### config.mk
export PLATFORM = sky130hd
export DESIGN_NAME = spi_stat_irq_ctrl
export DESIGN_NICKNAME = d
export VERILOG_FILES = /design/src/rtl/spi_stat_pkg.sv /design/src/rtl/sel_tracker.sv /design/src/rtl/sticky_flags.sv /design/src/rtl/irq_enable.sv /design/src/rtl/spi_stat_irq_ctrl.sv
export SDC_FILE = /design/constraint.sdc
export NUM_CORES = 1
export LEC_CHECK = 0
export BUFFER_PORTS_ARGS = -buffer_cell sky130_fd_sc_hd__buf_2
export CORE_MARGIN = 8
export CORE_UTILIZATION = 38
export CTS_CLUSTER_SIZE = 20
export DETAILED_ROUTE_END_ITERATION = 12
export PLACE_DENSITY = 0.82
export SLEW_MARGIN = 20
export SYNTH_ARGS = -nofsm -noshare
export SYNTH_HDL_FRONTEND = slang
export SYNTH_SLANG_ARGS = --single-unit
### constraint.sdc
create_clock -name clk -period 2.1 [get_ports clk]
set_input_delay 0.315 -clock clk [delete_from_list [all_inputs] [get_ports clk]]
set_output_delay 0.315 -clock clk [all_outputs]
set_load 0.03 [all_outputs]
### src/rtl/spi_stat_pkg.sv
package spi_stat_pkg;
    localparam int STAT_W   = 9;
    localparam int IRQ_W    = 6;
    localparam int STICKY_W = 4;
    localparam int STICKY_LO = 2;

    localparam int B_RXRDY = 0;
    localparam int B_TXRDY = 1;
    localparam int B_OVR   = 2;
    localparam int B_UNR   = 3;
    localparam int B_SELON = 4;
    localparam int B_SELOF = 5;
    localparam int B_STALL = 6;
    localparam int B_EOT   = 7;
    localparam int B_IDLE  = 8;

    typedef enum logic {
        SEL_OFF = 1'b0,
        SEL_ON  = 1'b1
    } sel_state_e;
endpackage

### src/rtl/sel_tracker.sv
module sel_tracker
    import spi_stat_pkg::*;
(
    input  logic clk,
    input  logic rst_n,
    input  logic assert_i,
    input  logic deassert_i,
    output logic on_evt_o,
    output logic off_evt_o
);
    sel_state_e state_q, state_d;

    always_ff @(posedge clk or negedge rst_n) begin
        if (!rst_n) state_q <= SEL_OFF;
        else        state_q <= state_d;
    end

    always_comb begin
        state_d   = state_q;
        on_evt_o  = 1'b0;
        off_evt_o = 1'b0;
        unique case (state_q)
            SEL_OFF: begin
                if (assert_i) begin
                    state_d  = SEL_ON;
                    on_evt_o = 1'b1;
                end
            end
            SEL_ON: begin
                if (deassert_i) begin
                    state_d   = SEL_OFF;
                    off_evt_o = 1'b1;
                end
            end
        endcase
    end
endmodule

### src/rtl/sticky_flags.sv
module sticky_flags #(
    parameter int N = 4
) (
    input  logic         clk,
    input  logic         rst_n,
    input  logic [N-1:0] set_i,
    input  logic [N-1:0] clr_i,
    output logic [N-1:0] flags_o
);
    for (genvar g = 0; g < N; g++) begin : g_flag
        logic q;
        always_ff @(posedge clk or negedge rst_n) begin
            if (!rst_n)        q <= 1'b0;
            else if (set_i[g]) q <= 1'b1;
            else if (clr_i[g]) q <= 1'b0;
        end
        assign flags_o[g] = q;
    end
endmodule

### src/rtl/irq_enable.sv
module irq_enable #(
    parameter int N = 6
) (
    input  logic         clk,
    input  logic         rst_n,
    input  logic         set_wr_i,
    input  logic         clr_wr_i,
    input  logic [N-1:0] wdata_i,
    output logic [N-1:0] ien_o
);
    logic [N-1:0] set_m, clr_m, ien_q;

    always_comb begin
        set_m = set_wr_i ? wdata_i : '0;
        clr_m = clr_wr_i ? wdata_i : '0;
    end

    always_ff @(posedge clk or negedge rst_n) begin
        if (!rst_n) ien_q <= '0;
        else        ien_q <= (ien_q | set_m) & ~clr_m;
    end

    assign ien_o = ien_q;
endmodule

### src/rtl/spi_stat_irq_ctrl.sv
module spi_stat_irq_ctrl
    import spi_stat_pkg::*;
(
    input  logic              clk,
    input  logic              rst_n,
    input  logic              rx_ready_i,
    input  logic              tx_ready_i,
    input  logic              overrun_i,
    input  logic              underrun_i,
    input  logic              sel_assert_i,
    input  logic              sel_deassert_i,
    input  logic              stalled_i,
    input  logic              eot_i,
    input  logic              master_idle_i,
    input  logic              stat_wr_i,
    input  logic [STAT_W-1:0] stat_wdata_i,
    input  logic              ien_set_wr_i,
    input  logic              ien_clr_wr_i,
    input  logic [IRQ_W-1:0]  ien_wdata_i,
    output logic [STAT_W-1:0] status_o,
    output logic [IRQ_W-1:0]  ien_o,
    output logic [IRQ_W-1:0]  irq_stat_o,
    output logic              irq_o,
    output logic              force_eot_o
);
    logic                sel_on_evt, sel_off_evt;
    logic [STICKY_W-1:0] sticky_set, sticky_clr, sticky;
    logic                force_q;
    logic                unused_wbits;

    sel_tracker i_sel (
        .clk        (clk),
        .rst_n      (rst_n),
        .assert_i   (sel_assert_i),
        .deassert_i (sel_deassert_i),
        .on_evt_o   (sel_on_evt),
        .off_evt_o  (sel_off_evt)
    );

    assign sticky_set = {sel_off_evt, sel_on_evt, underrun_i, overrun_i};
    assign sticky_clr = stat_wr_i ? stat_wdata_i[STICKY_LO +: STICKY_W] : '0;

    sticky_flags #(.N(STICKY_W)) i_sticky (
        .clk     (clk),
        .rst_n   (rst_n),
        .set_i   (sticky_set),
        .clr_i   (sticky_clr),
        .flags_o (sticky)
    );

    irq_enable #(.N(IRQ_W)) i_ien (
        .clk      (clk),
        .rst_n    (rst_n),
        .set_wr_i (ien_set_wr_i),
        .clr_wr_i (ien_clr_wr_i),
        .wdata_i  (ien_wdata_i),
        .ien_o    (ien_o)
    );

    always_ff @(posedge clk or negedge rst_n) begin
        if (!rst_n) force_q <= 1'b0;
        else        force_q <= stat_wr_i & stat_wdata_i[B_EOT];
    end

    always_comb begin
        status_o          = '0;
        status_o[B_RXRDY] = rx_ready_i;
        status_o[B_TXRDY] = tx_ready_i;
        status_o[B_OVR]   = sticky[0];
        status_o[B_UNR]   = sticky[1];
        status_o[B_SELON] = sticky[2];
        status_o[B_SELOF] = sticky[3];
        status_o[B_STALL] = stalled_i;
        status_o[B_EOT]   = eot_i;
        status_o[B_IDLE]  = master_idle_i;
    end

    assign irq_stat_o   = status_o[IRQ_W-1:0] & ien_o;
    assign irq_o        = |irq_stat_o;
    assign force_eot_o  = force_q;
    assign unused_wbits = ^{stat_wdata_i[B_IDLE], stat_wdata_i[B_STALL],
                            stat_wdata_i[B_TXRDY], stat_wdata_i[B_RXRDY]};
endmodule

Word-level counts from Yosys, hierarchy flattened
Cells that the tools add are included.
{"block": "classes", "n_addsub": 0, "n_mul": 0, "div": 0, "magnitude_cmp": 0, "eq_ne": 0, "n_shift": 0, "mux": 17, "n_bitwise": 6, "n_reduce_logical": 5}
{"op": "two-way mux 1 bit", "n": 13}
{"op": "bitwise AND 6 bit", "n": 2}
{"op": "two-way mux 6 bit", "n": 2}
{"op": "nonzero test 2 bit", "n": 4}
{"op": "inverter 6 bit", "n": 1}
{"op": "OR 6 bit", "n": 1}
{"op": "OR reduction 6 bit", "n": 1}
{"op": "two-way mux 4 bit", "n": 1}
{"op": "case mux 1 bit (2 select lines)", "n": 1}
{"op": "bitwise AND 1 bit", "n": 1}
{"op": "inverter 1 bit", "n": 1}
{"block": "totals", "ff_bits": 12, "latch_bits": 0, "mem_bits_rw": 0, "rom_bits": 0, "inputBits": 29, "output_inout_bits": 23, "wordCells": 35, "mem_count": 0}

Logic depth before layout (Yosys ltp)
{"block": "depth", "depth_word": 3, "depth_mapped": 2, "mapped_depth_nobuf": 2}

By module
A second synthesis with hierarchy kept.
{"block": "unflattened", "cells_unflattened": 59, "area_unflattened_um2": 598.1}
{"module": "irq_enable", "n_inst": 1, "cells_each": 18, "area_each_um2": 210.2, "seq_area_each_um2": 150.1}
{"module": "sticky_flags", "n_inst": 1, "cells_each": 16, "area_each_um2": 175.2, "seq_area_each_um2": 100.1}
{"module": "spi_stat_irq_ctrl", "n_inst": 1, "cells_each": 20, "area_each_um2": 161.4, "seq_area_each_um2": 25.0}
{"module": "sel_tracker", "n_inst": 1, "cells_each": 5, "area_each_um2": 51.3, "seq_area_each_um2": 25.0}

Worst setup path before layout
No wires, ideal clock.
{"block": "synth_timing", "kind": "flip-flop to output port", "startpoint": "register i_ien.ien_q[5] (netlist: i_ien.ien_o[5])", "endpoint": "output port irq_o", "arrival_time_ns": 1.407, "t_required_ns": 1.785, "path_slack_ns": 0.378, "stages_incl_launch_ff": 3, "n_path_buf": 0, "cell_sequence": "dfrtp_1 > and2_1 > or4_4"}
{"block": "synth_between", "elab_chain_cells": 2}
{"element": "start, declared", "line_no": "irq_enable.sv:11", "source": "logic [N-1:0] set_m, clr_m, ien_q;"}
{"element": "start signal, assigned", "line_no": "irq_enable.sv:20", "source": "else ien_q <= (ien_q | set_m) & ~clr_m;"}
{"element": "bitwise AND 6 bit", "line_no": "spi_stat_irq_ctrl.sv:78", "source": "assign irq_stat_o = status_o[IRQ_W-1:0] & ien_o;"}
{"element": "via irq_stat_o[5]", "line_no": "spi_stat_irq_ctrl.sv:22", "source": "output logic [IRQ_W-1:0] irq_stat_o,"}
{"element": "OR reduction 6 bit", "line_no": "spi_stat_irq_ctrl.sv:79", "source": "assign irq_o = |irq_stat_o;"}
{"element": "end, declared", "line_no": "spi_stat_irq_ctrl.sv:23", "source": "output logic irq_o,"}
The timed path passes the listed nets, and every way through them passes these cells.

Worst setup path after layout
{"block": "layout_timing", "startpoint": "register i_ien.ien_q[4] (netlist: i_ien.ien_o[4])", "endpoint": "output port irq_o"}
{"block": "layout_between", "elab_chain_cells": 2}
{"element": "bitwise AND 6 bit", "line_no": "spi_stat_irq_ctrl.sv:78"}
{"element": "OR reduction 6 bit", "line_no": "spi_stat_irq_ctrl.sv:79"}
No other way between the ends.

==> summary.md <==
| Metric | Value |
|---|---|
| Outcome | completed |
| Yosys top cell area share | 53.33% |
| Port bufs | 41 |
| Total grt overflow | 0 |
| CTS Root Cell | clkbuf_4 |
| WP buf/inv | 1 |
| Dpl hpwl | around 1.3 mm |
| Top cells by area, synth | dfrtp_1 53%, buf_4 12%, a21oi_1 11%, and2_1 6.7%, a22o_1 4.7% |
| Max Fclk | approximately 530 MHz |
| Critical Path AT | 1.57 ns |
| Clock period minus worst slack | about 1.9 ns |
| Final Core Density | between 50% and 60% |
| Wirelength, routed | ~1.5 mm |
| Placed insts | 101 |
| Final Max Slew Viols | 0 |
| Post-Synthesis Cells | 53 |
| Total track usage | ~10% |
| Detail Route Antenna Nets | 0 |
| Final setup viols | 0 |
| H-tree levels | 1 |
| # DRC | 0 |
| Fill count | roughly 140 |
| CP required | between 1.5 and 2 ns |
| CTS max path bufs | 2 |
| Critical Path Fanout Max | 4 |
| VDD IR max | about 0.42 mV |
| Die width | roughly 54 microns |
| DR pass1 iterations | 4 |
| Final setup TNS | 0 ns |
| Final instance area | 767.0 sq um |
| I/O Pins | 52 |
| Syn. warnings | 0 |
| Mapped cell area | between 500 and 600 sq um |
| Critical path cell sequence | a22o_1 > or4_4 > buf_2 |
| CP max-delay cell | or4_4 |
| Clk sinks | 12 |
| Largest stage delay on the critical path | approximately 0.46 ns |
| Seq/Total Area, Yosys | between 50 and 60% |
| Tcrit/Tclk final | 89.54% |
| Most frequent cells in the layout | 41 x buf_2, 12 x a21oi_1, 12 x dfrtp_1 |
| Critical Path Source | i_ien.ien_o[4] |
| Syn Nets | between 80 and 90 |
| Final hold violations | 0 |
| CTS buffer count | 3 |
| Later-pin clock latency in the skew report | between 0.2 and 0.3 ns |
| Core area | 1454 sq um |
| Total Die Area | between 2000 and 3000 sq um |
| FP Rows | 14 |
| Area of placed instances | slightly above 700 sq um |
| Seq cells post-synth | 12 |
| Hold_sp | overrun_i |
| Routed len/inst | around 14 microns |
| Mean post-synth cell area | between 10 and 15 sq um |
| First-pass GRT wire length | roughly 2.3 mm |
| Syn-to-layout area delta | 36.22% |
| Worst slew pin tran | between 0.2 and 0.3 ns |
| Min Hold Slack | 0.2220 ns |
| Critical Path Sink Type | primary output |
| RSZ-0062 raised after global routing | false |
| Setup crit start kind | flip-flop |
| Power Density | 857.4 nW/um^2 |
| Worst clock skew | ~0.00026 ns |
| Pin count of the biggest net entering global routing | 13 |
| Max-cap viol count | 0 |
| Share of layout cells above drive strength 1 | 52.22% |
| Max-Slew Margin vs Limit | roughly 82% |
| Chip height | between 50 and 60 microns |
| Antenna diode count | 0 |
| Clk slew on worst S/H paths | about 0.07 ns |
| GPL Wtd Cong | around 0.63 |
| Worst path top cell family by delay | simple AND/OR/NAND/NOR gates |
| Iter 0 DRT Violations | 11 |
| Fin cells | ~110 |
| Post-layout net count | between 100 and 150 |
| Initial antenna violation count | 0 |
| Post-synth cell types | 12 |
| Commonest non-fill, non-tap cell in the layout | buf_2 |
| Vias in the first global route | between 500 and 600 |
| CTS tree | done |
| Starting Density | around two fifths |
| R2R Path Start | i_sel.state_q |
| Area leader, netlist | dfrtp_1 |
| Routed vias/inst | between 4 and 5 |
| Min-delay worst type | in -> reg |
| Post-cts resize count | 0 |
| Leakage | 0.0004136 uW |
| Crit Path Class | reg -> out |
| Vias post-DR | about 520 |
-- worst paths after layout --
path | to | slack [ns] | cells after the start
min reg2reg | i_sticky.g_flag[2].q | 0.49 | 1
min | i_sticky.g_flag[0].q | 0.22 | 2
max | irq_o | 0.22 | 3
max reg2reg | i_sticky.g_flag[3].q | 1.35 | 1
min in group asynchronous | i_sticky.g_flag[3].q | 0.45 | 2
max in group asynchronous | i_ien.ien_o[0] | 1.44 | 2
-- report_power, final --
group | internal [uW] | switching, uW
Sequential | 255 | 21.0
Clock | 105 | 75.2
Combinational | 71.4 | 130
Total | 432 | 226
-- logic make-up (layout without fill, tap and decap cells) --
logic type             count (synthesis)  in the layout  share of synthesized area (%)
buffers and inverters                 10             47                          12.67
AO/OA/AOI/OAI                         18             18                          19.56
multiplexers                           1              1                          1.778
AND/OR/NAND/NOR                       12             12                          12.67
flip-flops                            12             12                          53.33
-- Yosys cell counts --
| cell | count |
|---|---|
| a21oi_1 | 12 |
| dfrtp_1 | 12 |
| buf_4 | 9 |
| and2_1 | 6 |
| nand2_1 | 4 |
| a22o_1 | 3 |
| a21o_1 | 2 |
| and2_2 | 1 |
| inv_1 | 1 |
| mux2i_1 | 1 |
| o2bb2ai_1 | 1 |
| or4_4 | 1 |
-- state kept, by name, indices dropped and copies added, names as in the netlist --
name	count
i_sticky.g_flag.q	4
i_sel.state_q	1
i_ien.ien_o	6
force_eot_o	1
-- per-stage QoR --
| stage | total power [uW] | setup WS, ns |
|---|---|---|
| floorplan | 428.6 | 0.3780 |
| global placement | 478.8 | 0.5127 |
| detailed placement | 485.1 | 0.4995 |
| CTS | 667.8 | 0.1992 |
| global route | 696.3 | 0.1711 |
| finish | 657.6 | 0.2197 |
-- timing repair --
item / CTS / global route
setup buffers: 0 / 0
hold buffers: 1 / 0
endpoints found under the hold margin: 12 / 0
-- final cells by class --
cell class                      count  area, sq um  share of cell area, %
Sequential cell                    12        300.3                  39.15
Timing Repair Buffer               42        215.2                  28.06
Multi-Input combinational cell     31        191.4                  24.96
Clock buffer                        4        36.28                  4.731
Tap cell                           16        20.02                  2.610
Inverter                            1        3.754                 0.4894
-- layer usage --
metal  routed length [microns]  share of wire (%)  up-vias  GRT usage, %
met4                        25                1.7        0         6.148
met5                         0                  0        -             0
li1                          -                  -      250             -
met1                       598                 40      243         12.68
met2                       730                 49       26         15.65
met3                       139                9.3        2         2.174
Power figures use the tool's default switching activity.
